`src/rtl/hazard_interlock.sv`:
```
module hazard_interlock #(
  parameter int NREG     = 32,
  parameter int INT_CYC  = 2,
  parameter int FADD_STG = 8,
  parameter int FMUL_STG = 18,
  parameter int FDIV_CYC = 60
) (
  input  logic                      clk,
  input  logic                      rst_n,
  input  logic                      dec_valid,
  input  logic [2:0]                dec_kind,
  input  logic                      dec_dst_en,
  input  logic [$clog2(NREG):0]     dec_dst,
  input  logic                      dec_addr_en,
  input  logic [$clog2(NREG)-1:0]   dec_addr,
  input  logic                      dec_sa_en,
  input  logic [$clog2(NREG):0]     dec_sa,
  input  logic                      dec_sb_en,
  input  logic [$clog2(NREG):0]     dec_sb,
  output logic                      stall,
  output logic                      issue,
  output logic [2:0]                addr_sel,
  output logic [2:0]                sa_sel,
  output logic [2:0]                sb_sel
);
  localparam int RW       = $clog2(NREG);
  localparam int IW       = RW + 1;
  localparam int NENT     = 2 * NREG;
  localparam int LAT_LOAD = 1;
  localparam int LAT_INT  = INT_CYC + 1;
  localparam int LAT_FADD = FADD_STG + 1;
  localparam int LAT_FMUL = FMUL_STG + 1;
  localparam int LAT_FDIV = FDIV_CYC + 1;
  localparam int CW       = $clog2(LAT_FDIV + 1);
  localparam int DW       = $clog2(FDIV_CYC + 1);

  localparam logic [2:0] K_INT = 3'd0, K_FADD = 3'd1, K_FMUL = 3'd2, K_FDIV = 3'd3;
  localparam logic [2:0] K_LOAD = 3'd4, K_STORE = 3'd5, K_BR = 3'd6;

  localparam logic [2:0] T_RF = 3'd0, T_LOAD = 3'd1, T_INT = 3'd2;
  localparam logic [2:0] T_FADD = 3'd3, T_FMUL = 3'd4, T_FDIV = 3'd5;

  logic [CW-1:0] cnt_q [NENT];
  logic [2:0]    tag_q [NENT];
  logic [DW-1:0] div_q;

  logic [IW-1:0] addr_idx;
  logic [CW-1:0] data_need, new_lat;
  logic [2:0]    new_tag;
  logic          writes_dst;
  logic          wait_a, wait_sa, wait_sb, wait_waw, wait_div;

  assign addr_idx = {1'b0, dec_addr};

  always_comb begin
    new_lat = '0;
    new_tag = T_RF;
    case (dec_kind)
      K_INT:  begin new_lat = CW'(LAT_INT);  new_tag = T_INT;  end
      K_FADD: begin new_lat = CW'(LAT_FADD); new_tag = T_FADD; end
      K_FMUL: begin new_lat = CW'(LAT_FMUL); new_tag = T_FMUL; end
      K_FDIV: begin new_lat = CW'(LAT_FDIV); new_tag = T_FDIV; end
      K_LOAD: begin new_lat = CW'(LAT_LOAD); new_tag = T_LOAD; end
      default: ;
    endcase
  end

  assign data_need  = (dec_kind == K_BR) ? CW'(0) : (dec_kind == K_STORE) ? CW'(1) : CW'(2);
  assign writes_dst = dec_dst_en && (dec_kind <= K_LOAD) && (dec_dst != '0);

  assign wait_a   = dec_addr_en && (cnt_q[addr_idx] > CW'(1));
  assign wait_sa  = dec_sa_en && (cnt_q[dec_sa] > data_need);
  assign wait_sb  = dec_sb_en && (cnt_q[dec_sb] > data_need);
  assign wait_waw = writes_dst && (cnt_q[dec_dst] > new_lat);
  assign wait_div = (dec_kind == K_FDIV) && (div_q > DW'(1));

  assign stall = dec_valid && (wait_a || wait_sa || wait_sb || wait_waw || wait_div);
  assign issue = dec_valid && !stall;

  assign addr_sel = (dec_addr_en && cnt_q[addr_idx] != '0) ? tag_q[addr_idx] : T_RF;
  assign sa_sel   = (dec_sa_en && cnt_q[dec_sa] != '0) ? tag_q[dec_sa] : T_RF;
  assign sb_sel   = (dec_sb_en && cnt_q[dec_sb] != '0) ? tag_q[dec_sb] : T_RF;

  always_ff @(posedge clk) begin
    if (!rst_n) begin
      for (int i = 0; i < NENT; i++) begin
        cnt_q[i] <= '0;
        tag_q[i] <= T_RF;
      end
      div_q <= '0;
    end else begin
      for (int i = 0; i < NENT; i++) begin
        if (issue && writes_dst && dec_dst == IW'(i)) begin
          cnt_q[i] <= new_lat;
          tag_q[i] <= new_tag;
        end else if (cnt_q[i] != '0) begin
          cnt_q[i] <= cnt_q[i] - CW'(1);
        end
      end
      if (issue && dec_kind == K_FDIV) div_q <= DW'(FDIV_CYC);
      else if (div_q != '0)            div_q <= div_q - DW'(1);
    end
  end

  logic [DW-1:0] gap_q;
  logic          seen_div_q;
  always_ff @(posedge clk) begin
    if (!rst_n) begin
      gap_q      <= '0;
      seen_div_q <= 1'b0;
    end else if (issue && dec_kind == K_FDIV) begin
      gap_q      <= '0;
      seen_div_q <= 1'b1;
    end else if (gap_q != DW'(FDIV_CYC)) begin
      gap_q <= gap_q + DW'(1);
    end
  end

  AST_LAT_LOADED: assert property (@(posedge clk) disable iff (!rst_n)
    (issue && writes_dst) |=> cnt_q[$past(dec_dst)] == $past(new_lat));
  AST_DIV_SPACING: assert property (@(posedge clk) disable iff (!rst_n)
    (issue && dec_kind == K_FDIV && seen_div_q) |-> gap_q >= DW'(FDIV_CYC - 1));
  AST_RAW_EXEC: assert property (@(posedge clk) disable iff (!rst_n)
    (issue && dec_sa_en && dec_kind <= K_LOAD) |-> cnt_q[dec_sa] <= CW'(2));
  AST_BRANCH_FROM_RF: assert property (@(posedge clk) disable iff (!rst_n)
    (issue && dec_kind == K_BR && dec_sa_en) |-> sa_sel == T_RF);
  AST_R0_IDLE: assert property (@(posedge clk) disable iff (!rst_n)
    cnt_q[0] == '0);
  AST_NO_WAW_OVERTAKE: assert property (@(posedge clk) disable iff (!rst_n)
    (issue && writes_dst) |-> cnt_q[dec_dst] <= new_lat);
  AST_IDLE_QUIET: assert property (@(posedge clk) disable iff (!rst_n)
    !dec_valid |-> !stall && !issue);
endmodule

```
`config.mk`:
```
export PLATFORM = sky130hd
export DESIGN_NAME = hazard_interlock
export DESIGN_NICKNAME = d
export VERILOG_FILES = /design/src/rtl/hazard_interlock.sv
export SDC_FILE = /design/constraint.sdc
export NUM_CORES = 2
export LEC_CHECK = 0
export ABC_CLOCK_PERIOD_IN_PS = 27900
export BUFFER_PORTS_ARGS = -buffer_cell sky130_fd_sc_hd__buf_2
export CAP_MARGIN = 20
export CORE_MARGIN = 2
export CORE_UTILIZATION = 45
export CTS_BUF_LIST = sky130_fd_sc_hd__clkbuf_8
export DETAILED_ROUTE_END_ITERATION = 10
export HOLD_SLACK_MARGIN = 0.12
export PLACE_DENSITY = 0.64
export SYNTH_ARGS = -nofsm -noshare
export SYNTH_HDL_FRONTEND = slang
export SYNTH_SLANG_ARGS = --single-unit
```
`constraint.sdc`:
```
create_clock -name clk -period 27.9 [get_ports clk]
set_input_delay 8.37 -clock clk [delete_from_list [all_inputs] [get_ports clk]]
set_output_delay 8.37 -clock clk [all_outputs]
set_load 0.02 [all_outputs]
```
==> impl_results.md <==
* Status: completed
* Leakage at ~18 nW
* Die Ht at 315 um
* Final Total Pwr at 4.62 mW
* Post-synthesis mux area share at between 20% and 30%
* CTS tree: built
* Die ar. at 99000 um^2
* Row cnt at 113
* Synth async-reset ratio at 0%
* Top FF cell, synth: edfxtp_1
* Detailed Routing Iterations Pass 1 at 6
* Die W at 315 um
* Total GRT Usage at 31.5%
* Synth Area in XOR/XNOR at ~5.2%
* Via count at 34.3k
* Compound-Gate Fraction of Synth Area at 6.17%
* Port Buf Inserts at 43
* Layout area overhead at 7.99%
* Placeable Area at about 95000 um^2
* Total negative slack at 0 ns
* Skew final at between 0.03 and 0.04 ns
* Arrival @ worst endpoint at 14.02 ns
* Switching Fraction at a little over two fifths
* GRT met3 Usage at 12.9%
* Comb power frac at 43.3%
* Average routed wire per standard cell at 30.9 um
* Routed vias/inst at 6.78
* Clock root buffer: clkbuf_8
* Synth unique cells at 82
* Setup-failing EPs final at 0
* Clk pin slew, worst setup/hold paths at around 0.06 ns
* P_sw at 1.95 mW
* Post-layout util at 49.2%
* Postcts setup bufs at 0
* Max cap viols at 0
* CTS Sinks at 582
* Avg Cell Area, Syn at 11.7 um^2
* Post-Synth Simple-Gate Area at 13.8%
* Cell area after synthesis at between 40000 and 50000 um^2
* Iteration-0 DRC Markers at 5065
* Worst-path fanout max at 64
* Routability cong. at 1.01
* Final slew viol count at 0
* Total grt overflow at 0
* Synthesized flop and latch total at approximately 580
* Routed wire length at approximately 160 mm
* I/O pins at 44
* PD cells at 98.6 nW/um^2
* Mapped Cells at roughly 3.7k
* RSZ-0062 raised after global routing: no
* Worst EP required at 19.53 ns
* EDFF count, synth at 576
* Post-CTS Hold Buffers at 0
* WHS Path Cells at 2
* Hold WC Path Type: flip-flop to flip-flop
* Largest net degree at the start of global routing at between 100 and 150
* Largest family of logic cells by synthesized area: multiplexers
* GR Util met2 at approximately 45%
* Layout cells sized above 1 at 19.2%
* DRC Markers at 0
* Kind of critical path: input pin to primary output
* HPWL after DPL at 113 mm
* CP startpoint kind: input pin
* Antenna violations before repair at 17
* Final hold viol count at 0
* Global-route wire length before repair at 228 mm
* Crit path time final at 22.39 ns
* Routed Antenna Nets at 0
* Critical Path End Type: primary output
* Synthesis warning total at 0
* Internal power at 2.68 mW
* Max clock buf depth at 3
* H-tree Lvls at 3
* Worst slew pin tran at 1.22 ns
* Starting density of the core at 45.6%
* Vias in the first global route at 33.1k
* VDD IR-drop max at 0.0000566 V
* Fmax at approximately 0.045 GHz
* Post_cts resized at 0
* Clock latency on the worst-skew pair at 0.80 ns
* Register area share after synthesis at 40.1%
* Nets@finish at roughly 3.9k
* Final worst path period share at roughly 80%
* Clock share of power at approximately 17%
* Slew HR at 17.9%
* Cells on worst reg2reg path at 14
* Adder-cell share of the synthesized area at 4.06%
* Sequential fraction of design power at 40.1%
* Global route hottest layer: met2
* CTS buffer count at about 110
* Grt met1 use at 41.1%
sequential cells by signal, summed over array words and instances, names as in the netlist:
name / flops
cnt_q: 384
tag_q: 192
div_q: 6
per-stage QoR:
stage | hold slack (ns) | instance area, um^2 | worst slack (ns) | std cells
2_1_floorplan | 0.529 | 43400 | 6.83 | 3725
3_3_place_gp | 0.588 | 44900 | 5.65 | 4853
3_5_place_dp | 0.561 | 44900 | 5.63 | 4854
4_1_cts | 0.582 | 46800 | 5.60 | 5043
5_1_grt | 0.591 | 46900 | 5.21 | 5051
6_report | 0.585 | 46900 | 5.51 | 5056
path summary, 6_finish.rpt:
| check | startpoint | to | slack (ns) |
|---|---|---|---|
| setup / recovery | dec_dst[0] | issue | 5.51 |
| hold / removal | div_q[5] | div_q[5] | 0.58 |
| setup reg to reg | cnt_q[13][1] | cnt_q[61][0] | 21.40 |
| hold reg to reg | div_q[5] | div_q[5] | 0.58 |
cell usage after synthesis (31+ instances only):
library cell / count / area share, %
nand4_1: 37 / 0.53
and2_1: 31 / 0.45
nand2b_1: 33 / 0.48
nand3_1: 54 / 0.62
ha_1: 141 / 4.1
edfxtp_1: 576 / 40
nor4_1: 68 / 0.98
buf_1: 60 / 0.52
mux4_2: 396 / 21
clkbuf_1: 161 / 1.4
nor3_1: 110 / 1.3
o32ai_1: 42 / 0.85
nor2_1: 343 / 3.0
xnor2_1: 105 / 2.1
inv_1: 174 / 1.5
xor2_1: 155 / 3.1
nand2_1: 466 / 4.0
mux2i_1: 258 / 5.9
o21ai_0: 71 / 0.82
a21oi_1: 59 / 0.68
layout by cell type (no fill, tap or decap), types with 9 or more instances in the layout:
| cell | netlist | routed |
|---|---|---|
| buf_2 | 23 | 37 |
| or2_2 | 16 | 15 |
| clkinv_1 | 0 | 21 |
| or3_1 | 12 | 12 |
| o22ai_1 | 28 | 28 |
| o21ai_0 | 71 | 71 |
| nand4_1 | 37 | 37 |
| nor4_2 | 22 | 23 |
| ha_1 | 141 | 141 |
| xnor2_1 | 105 | 105 |
| nor2_1 | 343 | 341 |
| inv_1 | 174 | 211 |
| clkbuf_8 | 0 | 114 |
| nand3_1 | 54 | 54 |
| o32ai_1 | 42 | 42 |
| clkinv_2 | 0 | 9 |
| nand2_4 | 7 | 9 |
| a21oi_1 | 59 | 59 |
| o2bb2ai_1 | 10 | 10 |
| nor2b_1 | 17 | 17 |
| mux2i_1 | 258 | 258 |
| nor3b_1 | 22 | 22 |
| mux4_2 | 396 | 396 |
| nor4_1 | 68 | 67 |
| o211ai_1 | 11 | 11 |
| nor3_1 | 110 | 105 |
| o2111ai_1 | 12 | 12 |
| xor2_1 | 155 | 155 |
| o31ai_1 | 28 | 27 |
| buf_4 | 3 | 71 |
| edfxtp_1 | 576 | 576 |
| a211oi_1 | 13 | 13 |
| nand2b_1 | 33 | 33 |
| and2_1 | 31 | 31 |
| nand2_1 | 466 | 462 |
| o41ai_1 | 28 | 28 |
critical path, cell delays in order:
cell and delay, ns:
buf_6 0.62, buf_4 0.75, mux4_2 0.60, mux4_2 0.55, mux4_2 0.48, ha_1 0.31, a21o_1 0.16, a21oi_1 0.16
o221ai_1 0.17, a211oi_1 0.27, o41ai_1 0.16, a31oi_2 0.17, buf_4 0.34, nand2_1 0.22, inv_1 0.27, buf_2 0.26
cell type report:
cell class / count / area, um^2
Inverter: 175 / 659
Timing Repair Buffer: 118 / 840
Fill cell: 8503 / 48400
Clock buffer: 113 / 1560
Sequential cell: 582 / 17400
Clock inverter: 76 / 368
Tap cell: 1265 / 1580
Multi-Input combinational cell: 2720 / 24500
Antenna cell: 7 / 17.5
power by group through the flow:
| stage | sequential, mW | clock (mW) | combinational [mW] |
|---|---|---|---|
| global placement | 1.83 | 0 | 1.92 |
| CTS | 1.82 | 0.776 | 1.97 |
| floorplan | 1.58 | 0 | 1.54 |
| detailed placement | 1.83 | 0 | 1.95 |
| finish | 1.85 | 0.769 | 2.00 |
| global route | 1.86 | 0.811 | 2.19 |
logic make-up (layout without fill, tap and decap cells):
kind of cell / count (synthesis) / after routing
buffers and inverters: 423 / 482
adders and majority gates: 141 / 141
DFF: 582 / 582
xor gates and xnor gates: 260 / 260
other: 1 / 10
muxes: 668 / 668
and+or+nand+nor: 1270 / 1270
AOI/OAI and AO/OA: 378 / 378
per-layer routing:
metal | vias up | wire length, um
met4 | 20 | 9130
met5 | - | 115
met2 | 2430 | 66000
met1 | 17082 | 57700
li1 | 14257 | -
met3 | 497 | 23500
No activity file was read; power rests on OpenSTA's default activity.
